`src/rtl/fbr_pkg.sv`:
```
package fbr_pkg;

  typedef struct packed {
    logic sop;
    logic eop;
  } fbr_mark_t;

  // byte address of word idx within a frame of 64-bit words
  function automatic logic [63:0] fbr_word_addr(input logic [63:0] base,
                                                input logic [63:0] idx);
    return base + (idx << 3);
  endfunction

  // a programmed length of zero is read as a single-word frame
  function automatic logic [31:0] fbr_frame_len(input logic [31:0] len);
    return (len == 32'd0) ? 32'd1 : len;
  endfunction

endpackage

```
`src/rtl/fbr_fifo.sv`:
```
module fbr_fifo #(
  parameter int W     = 8,
  parameter int DEPTH = 8
) (
  input  logic         clk,
  input  logic         rst_n,
  input  logic         push,
  input  logic [W-1:0] din,
  input  logic         pop,
  output logic [W-1:0] dout,
  output logic         empty,
  output logic         full
);
  localparam int PW = (DEPTH > 1) ? $clog2(DEPTH) : 1;
  localparam int CW = $clog2(DEPTH + 1);

  logic [W-1:0]  store [DEPTH];
  logic [PW-1:0] wr_ptr, rd_ptr;
  logic [CW-1:0] fill;

  function automatic logic [PW-1:0] bump(input logic [PW-1:0] p);
    return (p == PW'(DEPTH - 1)) ? '0 : p + 1'b1;
  endfunction

  always_ff @(posedge clk) begin
    if (push) store[wr_ptr] <= din;
  end

  always_ff @(posedge clk) begin
    if (!rst_n) begin
      wr_ptr <= '0;
      rd_ptr <= '0;
      fill   <= '0;
    end else begin
      if (push) wr_ptr <= bump(wr_ptr);
      if (pop)  rd_ptr <= bump(rd_ptr);
      case ({push, pop})
        2'b10:   fill <= fill + 1'b1;
        2'b01:   fill <= fill - 1'b1;
        default: fill <= fill;
      endcase
    end
  end

  assign dout  = store[rd_ptr];
  assign empty = (fill == '0);
  assign full  = (fill == CW'(DEPTH));


  no_overflow_chk: assert property (@(posedge clk) disable iff (!rst_n)
    push |-> !full);

  no_underflow_chk: assert property (@(posedge clk) disable iff (!rst_n)
    pop |-> !empty);

endmodule

```
`src/rtl/fbr_credit.sv`:
```
module fbr_credit #(
  parameter int DEPTH = 8
) (
  input  logic                       clk,
  input  logic                       rst_n,
  input  logic                       take,
  input  logic                       give,
  output logic                       room,
  output logic [$clog2(DEPTH+1)-1:0] level
);
  localparam int CW = $clog2(DEPTH + 1);

  always_ff @(posedge clk) begin
    if (!rst_n) begin
      level <= '0;
    end else begin
      case ({take, give})
        2'b10:   level <= level + 1'b1;
        2'b01:   level <= level - 1'b1;
        default: level <= level;
      endcase
    end
  end

  assign room = (level < CW'(DEPTH));


  level_bound_chk: assert property (@(posedge clk) disable iff (!rst_n)
    level <= CW'(DEPTH));

  no_return_underrun_chk: assert property (@(posedge clk) disable iff (!rst_n)
    give |-> (level != '0));

endmodule

```
`src/rtl/fbr_addr_gen.sv`:
```
module fbr_addr_gen
  import fbr_pkg::*;
#(
  parameter int AW = 32,
  parameter int LW = 16
) (
  input  logic          clk,
  input  logic          rst_n,
  input  logic          req,
  input  logic          wait_in,
  input  logic [AW-1:0] cfg_base,
  input  logic [LW-1:0] cfg_words,
  output logic [AW-1:0] addr,
  output fbr_mark_t     mark,
  output logic          hold
);
  logic [LW-1:0] idx;
  logic [LW-1:0] cur_len;
  logic [AW-1:0] cur_base;
  logic          hold_q;

  logic          at_start, use_cfg, step, last;
  logic [AW-1:0] eff_base;
  logic [LW-1:0] eff_len;

  assign at_start = (idx == '0);
  assign use_cfg  = at_start && !hold_q;
  assign step     = req && !wait_in;

  always_comb begin
    eff_base = use_cfg ? cfg_base : cur_base;
    eff_len  = use_cfg ? LW'(fbr_frame_len(32'(cfg_words))) : cur_len;
    last     = (idx == eff_len - LW'(1));
    addr     = AW'(fbr_word_addr(64'(eff_base), 64'(idx)));
    mark.sop = at_start;
    mark.eop = last;
  end

  always_ff @(posedge clk) begin
    if (!rst_n) begin
      idx      <= '0;
      cur_len  <= '0;
      cur_base <= '0;
      hold_q   <= 1'b0;
    end else begin
      hold_q <= req && wait_in;
      if (use_cfg) begin
        cur_base <= cfg_base;
        cur_len  <= eff_len;
      end
      if (step) idx <= last ? '0 : idx + 1'b1;
    end
  end

  assign hold = hold_q;


  idx_in_frame_chk: assert property (@(posedge clk) disable iff (!rst_n)
    !at_start |-> (idx < cur_len));

  base_frozen_chk: assert property (@(posedge clk) disable iff (!rst_n)
    !at_start |=> $stable(cur_base) && $stable(cur_len));

endmodule

```
`src/rtl/fbr_reader.sv`:
```
module fbr_reader
  import fbr_pkg::*;
#(
  parameter int AW    = 32,
  parameter int DW    = 64,
  parameter int LW    = 16,
  parameter int DEPTH = 8
) (
  input  logic          clk,
  input  logic          rst_n,
  input  logic          cfg_enable,
  input  logic [AW-1:0] cfg_base,
  input  logic [LW-1:0] cfg_words,
  output logic          mem_req,
  output logic [AW-1:0] mem_addr,
  input  logic          mem_wait,
  input  logic          mem_rdvalid,
  input  logic [DW-1:0] mem_rdata,
  output logic          out_valid,
  input  logic          out_ready,
  output logic [DW-1:0] out_data,
  output logic          out_sop,
  output logic          out_eop
);
  localparam int CW = $clog2(DEPTH + 1);
  localparam int MW = $bits(fbr_mark_t);
  localparam int BW = DW + MW;

  // named events
  logic          issue_fire, ret_fire, out_fire;
  logic          gen_hold, has_room;
  logic [CW-1:0] in_use;
  logic [AW-1:0] gen_addr;
  fbr_mark_t     gen_mark, ret_mark;
  logic [MW-1:0] ret_mark_bits;
  logic          tag_empty, tag_full, buf_empty, buf_full;
  logic [BW-1:0] buf_head;

  assign mem_req    = has_room && (cfg_enable || gen_hold);
  assign issue_fire = mem_req && !mem_wait;
  assign ret_fire   = mem_rdvalid;
  assign out_fire   = out_valid && out_ready;
  assign mem_addr   = gen_addr;

  fbr_addr_gen #(.AW(AW), .LW(LW)) u_gen (
    .clk       (clk),
    .rst_n     (rst_n),
    .req       (mem_req),
    .wait_in   (mem_wait),
    .cfg_base  (cfg_base),
    .cfg_words (cfg_words),
    .addr      (gen_addr),
    .mark      (gen_mark),
    .hold      (gen_hold)
  );

  fbr_credit #(.DEPTH(DEPTH)) u_credit (
    .clk   (clk),
    .rst_n (rst_n),
    .take  (issue_fire),
    .give  (out_fire),
    .room  (has_room),
    .level (in_use)
  );

  // markers of reads in flight, in issue order
  fbr_fifo #(.W(MW), .DEPTH(DEPTH)) u_tags (
    .clk   (clk),
    .rst_n (rst_n),
    .push  (issue_fire),
    .din   (gen_mark),
    .pop   (ret_fire),
    .dout  (ret_mark_bits),
    .empty (tag_empty),
    .full  (tag_full)
  );
  assign ret_mark = fbr_mark_t'(ret_mark_bits);

  // returned words waiting for the consumer
  fbr_fifo #(.W(BW), .DEPTH(DEPTH)) u_buf (
    .clk   (clk),
    .rst_n (rst_n),
    .push  (ret_fire),
    .din   ({ret_mark, mem_rdata}),
    .pop   (out_fire),
    .dout  (buf_head),
    .empty (buf_empty),
    .full  (buf_full)
  );

  assign out_valid = !buf_empty;
  assign out_data  = buf_head[DW-1:0];
  assign out_sop   = buf_head[DW+1];
  assign out_eop   = buf_head[DW];


  idle_no_req_chk: assert property (@(posedge clk) disable iff (!rst_n)
    (!cfg_enable && !gen_hold) |-> !mem_req);

  return_expected_chk: assert property (@(posedge clk) disable iff (!rst_n)
    ret_fire |-> !tag_empty);

  no_issue_when_full_chk: assert property (@(posedge clk) disable iff (!rst_n)
    tag_full |-> !issue_fire);

  buffer_room_chk: assert property (@(posedge clk) disable iff (!rst_n)
    buf_full |-> !ret_fire);

  req_hold_chk: assert property (@(posedge clk) disable iff (!rst_n)
    (mem_req && mem_wait) |=> (mem_req && $stable(mem_addr)));

  out_hold_chk: assert property (@(posedge clk) disable iff (!rst_n)
    (out_valid && !out_ready) |=>
      (out_valid && $stable(out_data) && $stable(out_sop) && $stable(out_eop)));

endmodule

```
`config.mk`:
```
export PLATFORM = sky130hd
export DESIGN_NAME = fbr_reader
export DESIGN_NICKNAME = d
export VERILOG_FILES = /design/src/rtl/fbr_pkg.sv /design/src/rtl/fbr_fifo.sv /design/src/rtl/fbr_credit.sv /design/src/rtl/fbr_addr_gen.sv /design/src/rtl/fbr_reader.sv
export SDC_FILE = /design/constraint.sdc
export NUM_CORES = 1
export LEC_CHECK = 0
export ABC_AREA = 1
export BUFFER_PORTS_ARGS = -buffer_cell sky130_fd_sc_hd__buf_4
export CAP_MARGIN = 5
export CORE_ASPECT_RATIO = 1.75
export CORE_UTILIZATION = 25
export CTS_CLUSTER_DIAMETER = 30
export CTS_CLUSTER_SIZE = 14
export DETAILED_ROUTE_END_ITERATION = 7
export PLACE_DENSITY = 0.48
export SLEW_MARGIN = 10
export SYNTH_ARGS = -nofsm -noshare
export SYNTH_HDL_FRONTEND = slang
export SYNTH_SLANG_ARGS = --single-unit
```
`constraint.sdc`:
```
create_clock -name clk -period 4.82 [get_ports clk]
set_clock_uncertainty 0.15 [all_clocks]
set_input_delay 0.482 -clock clk [delete_from_list [all_inputs] [get_ports clk]]
set_output_delay 0.482 -clock clk [all_outputs]
set_load 0.05 [all_outputs]
```
Yosys cells after proc, flatten, opt, wreduce, memory -nomap -nowiden
Memory sizes are Yosys's and may differ from the RTL's. A register that Yosys moved wholly into a read port is not among the register bits.
Cells that the tools add are included.
- add/subtract/negate cells: 11
- $lt $le $gt $ge: 1
- reductions and logical operators: 14
- muxes and demuxes: 18
- equal/unequal tests: 9
- operators by type and width (operator ; count):
    $mux 16 ; 3
    $add 32x19->32 ; 1
    $logic_not 16->1 ; 2
    $mux 32 ; 1
    $mux 3 ; 8
    $add 16x1->16 const B ; 1
    $eq 16x16->1 ; 1
    $pmux 4 s2 ; 2
    $sub 16x1->16 const B ; 1
    $add 3x1->3 const B ; 4
    $eq 3x3->1 const B ; 4
    $add 4x1->4 const B ; 2
    $sub 4x1->4 const B ; 2
    $logic_and 1x1->1 ; 5
    $eq 2x1->1 const B ; 2
    $eq 2x2->1 const B ; 2
    $logic_not 4->1 ; 1
    $lt 4x4->1 const B ; 1
    $mux 1 ; 4
    $reduce_bool 2->1 ; 2
    $logic_not 1->1 ; 3
    $logic_or 1x1->1 ; 1
- flip-flop bits (word level): 85
- memories kept: 2
- bits of input ports: 118
- output and inout bits: 100
- bits in writable memories: 544
- word-level logic and storage cells: 65
- memory list (memory ; depth ; width ; read ports ; clocked after memory_dff ; wr ports ; line ; source):
    u_buf.store ; 8 ; 66 ; 1 ; 1 ; 1 ; fbr_fifo.sv:17 ; logic [W-1:0] store [DEPTH];
    u_tags.store ; 8 ; 2 ; 1 ; 1 ; 1 ; fbr_fifo.sv:17 ;

Logic depth before layout (Yosys ltp)
- depth after elaboration: 6
- depth in mapped cells: 25
- mapped depth without buffers: 23

By module
Synthesis repeated with hierarchy kept, for this count alone.
- cell total of the unflattened synthesis: 2572
- area, all modules: 27811.7 um2
- by module, submodules not included (module ; cells an instance ; area an instance (um2) ; instances):
    fbr_fifo at u_buf ; 1575 ; 21120.3 ; 1
    fbr_addr_gen ; 817 ; 5084.9 ; 1
    fbr_fifo at u_tags ; 134 ; 1290.0 ; 1
    fbr_credit ; 39 ; 281.5 ; 1
    fbr_reader ; 7 ; 35.0 ; 1

Least setup slack after synthesis
OpenSTA, ideal clock, no wires.
- path type: flip-flop to output port
- start: reg u_gen.idx[1]
- end: out mem_addr[21]
- arrival time: 4.659 ns
- slack: -0.471 ns
- cell stages (with the launch flop): 25
- cells stage by stage: dfxtp_1 > inv_1 > ha_1 > nand3_1 > nor2_4 > nand3_2 > inv_2 > buf_2 > clkbuf_1 > or2_2 > inv_1 > a21oi_1 > ha_1 > inv_1 > fa_1 > o21ai_0 > nand3_1 > and2_1 > o21ai_0 > a21boi_0 > o21ai_0 > nand2_1 > nand2_1 > nand3_1 > xor2_1
- longest elaborated chain between the ends: 4
- ends and longest elaborated chain (element ; line ; source):
    start: declaration ; fbr_addr_gen.sv:17 ; logic [LW-1:0] idx;
    start signal: assignment ; fbr_addr_gen.sv:51 ; if (step) idx <= last ? '0 : idx + 1'b1;
    $logic_not 16->1 ; fbr_addr_gen.sv:26 ; assign at_start = (idx == '0);
    $logic_and 1x1->1 ; fbr_addr_gen.sv:27 ; assign use_cfg = at_start && !hold_q;
    $mux 32 ; fbr_addr_gen.sv:31 ; eff_base = use_cfg ? cfg_base : cur_base;
    via u_gen.eff_base[3] ; fbr_addr_gen.sv:23 ; logic [AW-1:0] eff_base;
    $add 32x19->32 ; fbr_pkg.sv:11 ; return base + (idx << 3);
    end: declaration ; fbr_reader.sv:15 ; output logic [AW-1:0] mem_addr,
The timed path passes the listed nets, and every way through them passes these cells.

Worst setup path after layout
- start: reg u_gen.idx[14]
- end: out mem_addr[31]
Same word-level chain as after synthesis.

==> reports/summary.txt <==
CP delay by family, top = simple AND/OR/NAND/NOR gates
Post-route ant nets = 0
Clock share of power = 0.345
Reg2Reg Capture Point = u_gen.idx[5]
Clock transition at path regs = 0.05 ns
Buf/Inv on CP = 5
Area grow syn2layout = 31.3%
Placer Congestion = 0.823
Vias in the first global route = 19500
FP Rows = 159
Total die area = 0.110 mm²
MaxCap Viol Count = 0
CP Class = register to output pin
Net load switching power = 8100 µW
CTS root buffer = clkbuf_16
Die Y = 437 µm
Worst setup SP type = register
Initial DRC Count = 802
First-pass GRT wire length = 112000 µm
Ys flop type = edfxtp_1
Fraction of registers with async set/reset = 0
Slowest cell on crit path = fa_2
Area occupied by multi-input gates = 0.00816 mm²
Flops & latches, synth = 635
Critical R2R Launch = u_gen.idx[14]
Remaining Overflow, GRT = 0
Residual DRC = 0
Worst path cell trace = nor2_2 > nand2_2 > nor2_4 > nand3_2 > inv_4 > or2_4 > inv_2 > a21oi_2 > ha_2 > inv_2 > fa_2 > o21ai_2 > nand3_1 > and2_4 > o21ai_4 > a21boi_2 > o21ai_2 > nand2_1 > nand2_4 > nand4_1 > xnor2_1 > inv_1 > buf_6
Detail Placement HPWL = 43600 µm
Setup Viol. Count Final = 0
Global Route Usage Sum = 0.134
Syn Area/Cell = 11.1 µm²
Final hold vios = 0
CTS H-Tree Depth = 3
Hold Path Stages = 4
Sequential standard cell area = 0.0182 mm²
Fin. max-slew vios = 0
Worst EP arrival = 4.04 ns
Crit path largest cell delay = 0.39 ns
Worst skew pair latency = 0.70 ns
Via count = 19100
Hold Startpoint = out_ready
Top-area cell type share of the netlist area = 0.603
Fmax = 214 MHz
Top Ports = 218
Crit-path max FO = 7
TritonCTS Sinks = 635
Synth area leaders = edfxtp_1 60%, nor2_1 8.1%, dfxtp_1 6.7%
Syn_nets = 2598
Status = finished, final reports clean
Worst Hold Class = input pin to register
Seq/Total Area, Yosys = 0.670
Slew headroom = 0.317
Port Buffers = 217
CTS Buffer Depth = 3
Synthesized instance count = 2444
Hold_ws = 0.0535 ns
Worst-Margin Slew = 1.02 ns
Total Power = 21000 µW
Fin crit period = 4.67 ns
Power per standard cell area = 592 mW/mm²
Ys Warns = 0
Levels on crit path = 23
Crit path launch = u_gen.idx[14]
RSZ-0062 raised after global routing = yes
EDFF count, synth = 544
Inserted Clock Buffers = 104
Core Box Area = 0.107 mm²
Layout fillers = 10800
Largest net degree at the start of global routing = 133
Worst Reg-to-Reg Cells = 17
Share of cells above drive strength 1 = 0.216
CTS tree = done
Routed wire length = 73600 µm
Leakage = 0.0131 µW
Avg WL per Cell = 17.2 µm
Setup TNS Final = 0 ns
Required @ worst endpoint = 4.19 ns
Area leader, netlist = edfxtp_1
Synth Cell Area = 0.0271 mm²
Netlist cell types = 49
Tcrit/Tclk final = 0.969
CP Capture Type = output pin
First drt pass iteration count = 5
Die X = 251 µm
Setup slack, reg-to-reg = 1.07 ns
Int Power = 13000 µW
Seq pwr share = 0.304
Max IR drop VDD = 0.328 mV
Comb pwr share = 0.352
Initial antenna violation count = 9
Vias per std cell = 4.47
Starting Density = 0.252
Switching Fraction = 0.385
# nets final = 2973
==> what timing repair did <==
action                                  CTS  global route
endpoints found under the hold margin   550             0
buffers inserted                         12             8
resized for setup                        38            45
hold buffers                             94             0
pin swaps                                 9            24
endpoints found under the setup margin   19            16
==> worst reg2reg max path: cells and delay by family (launching register included) <==
kind	cells	cell delay, ns
and+or+nand+nor	13	2.09
buffers and inverters	2	0.37
DFF	1	0.33
AOI/OAI and AO/OA	1	0.31
adders and majority gates	1	0.31
==> logic make-up after synthesis <==
family,share of synthesized area
AO/OA/AOI/OAI,0.106
XOR/XNOR,0.0155
adder cells (fa/ha/maj),0.0175
buffers and inverters,0.0425
flip-flops,0.670
multiplexers,0.00406
AND/OR/NAND/NOR,0.145
==> synth_stat cells, types with 35 or more instances <==
master and count:
a31oi_1 71, inv_1 150, a21oi_1 46, nand3_1 40, dfxtp_1 91, nor2_1 588, xor2_1 35, o21ai_0 302
nand2_1 154, clkbuf_1 107, edfxtp_1 544, o22ai_1 68
==> routing by layer <==
metal	vias to the layer above	routed length, µm	track usage
met1	9205	29600	0.147
met3	135	3820	0.0304
li1	9316	-	-
met2	442	37800	0.242
met5	-	102	0
met4	16	2280	0.0622
==> cell usage in the layout, fill, tap and decap left out, types with 7 or more instances in the layout <==
master,netlist,final
buf_4,4,276
clkinv_2,0,21
nand2_2,18,19
nand3_2,4,10
nor2_2,15,18
nor3_1,13,13
nor2_1,588,577
clkinv_4,0,11
edfxtp_1,544,544
mux2i_1,11,11
nor2_4,7,15
clkbuf_1,107,12
or2_2,21,20
dfxtp_1,91,83
inv_1,150,142
nand2_1,154,151
inv_6,0,7
clkinvlp_4,0,10
a31oi_1,71,71
xnor2_1,13,12
inv_2,10,15
a211oi_1,21,20
o21ai_0,302,296
dlygate4sd3_1,0,94
ha_1,33,28
xor2_1,35,26
bufinv_16,0,9
o22ai_1,68,68
clkbuf_16,0,104
buf_6,3,11
nand4_1,24,24
buf_12,1,14
clkinv_1,1,13
nand3_1,40,32
a21oi_1,46,42
==> cell type report <==
class / instances / area share
multi-input combinational: 1521 / 0.229
clock inverter: 77 / 0.0230
inverter: 161 / 0.0173
tap: 1368 / 0.0481
timing repair buffer: 396 / 0.0965
clock buffer: 117 / 0.0748
antenna: 1 / 0.0000703
sequential: 635 / 0.511
==> registers in the layout, summed over array words and instances, names as in the netlist, named ones only <==
name	flops
u_tags.rd_ptr	3
u_gen.cur_len	16
u_buf.wr_ptr	3
u_buf.store	528
u_tags.wr_ptr	3
u_credit.level	4
u_tags.store	16
u_buf.fill	4
u_gen.idx	16
u_gen.hold	1
u_buf.rd_ptr	3
u_gen.cur_base	32
==> metrics by stage <==
| stage | util | area, µm² | setup slack (ns) | std cells |
|---|---|---|---|---|
| 2_1_floorplan | - | 27200 | 0.0193 | 2444 |
| 3_3_place_gp | 0.286 | 30700 | -0.00371 | 3968 |
| 3_5_place_dp | 0.286 | 30700 | -0.0253 | 3968 |
| 4_1_cts | 0.329 | 35400 | 0.00263 | 4268 |
| 5_1_grt | 0.331 | 35600 | -0.0824 | 4276 |
| 6_report | 0.331 | 35600 | 0.148 | 4276 |
==> power groups by stage <==
stage	Combinational [µW]	Clock (µW)	Sequential (µW)
finish	7400	7260	6390
global route	8030	7660	6420
CTS	7450	7450	6390
detailed placement	7320	0	6500
global placement	7300	0	6500
floorplan	5050	0	6430
==> worst max-delay path by stage <==
stage | to | slack [ns]
floorplan | mem_addr[20] | 0.02
global placement | mem_addr[27] | -0.004
detailed placement | mem_addr[27] | -0.03
CTS | mem_addr[26] | 0.003
global route | mem_addr[31] | -0.08
finish | mem_addr[31] | 0.15
No activity file was read; power rests on OpenSTA's default activity.
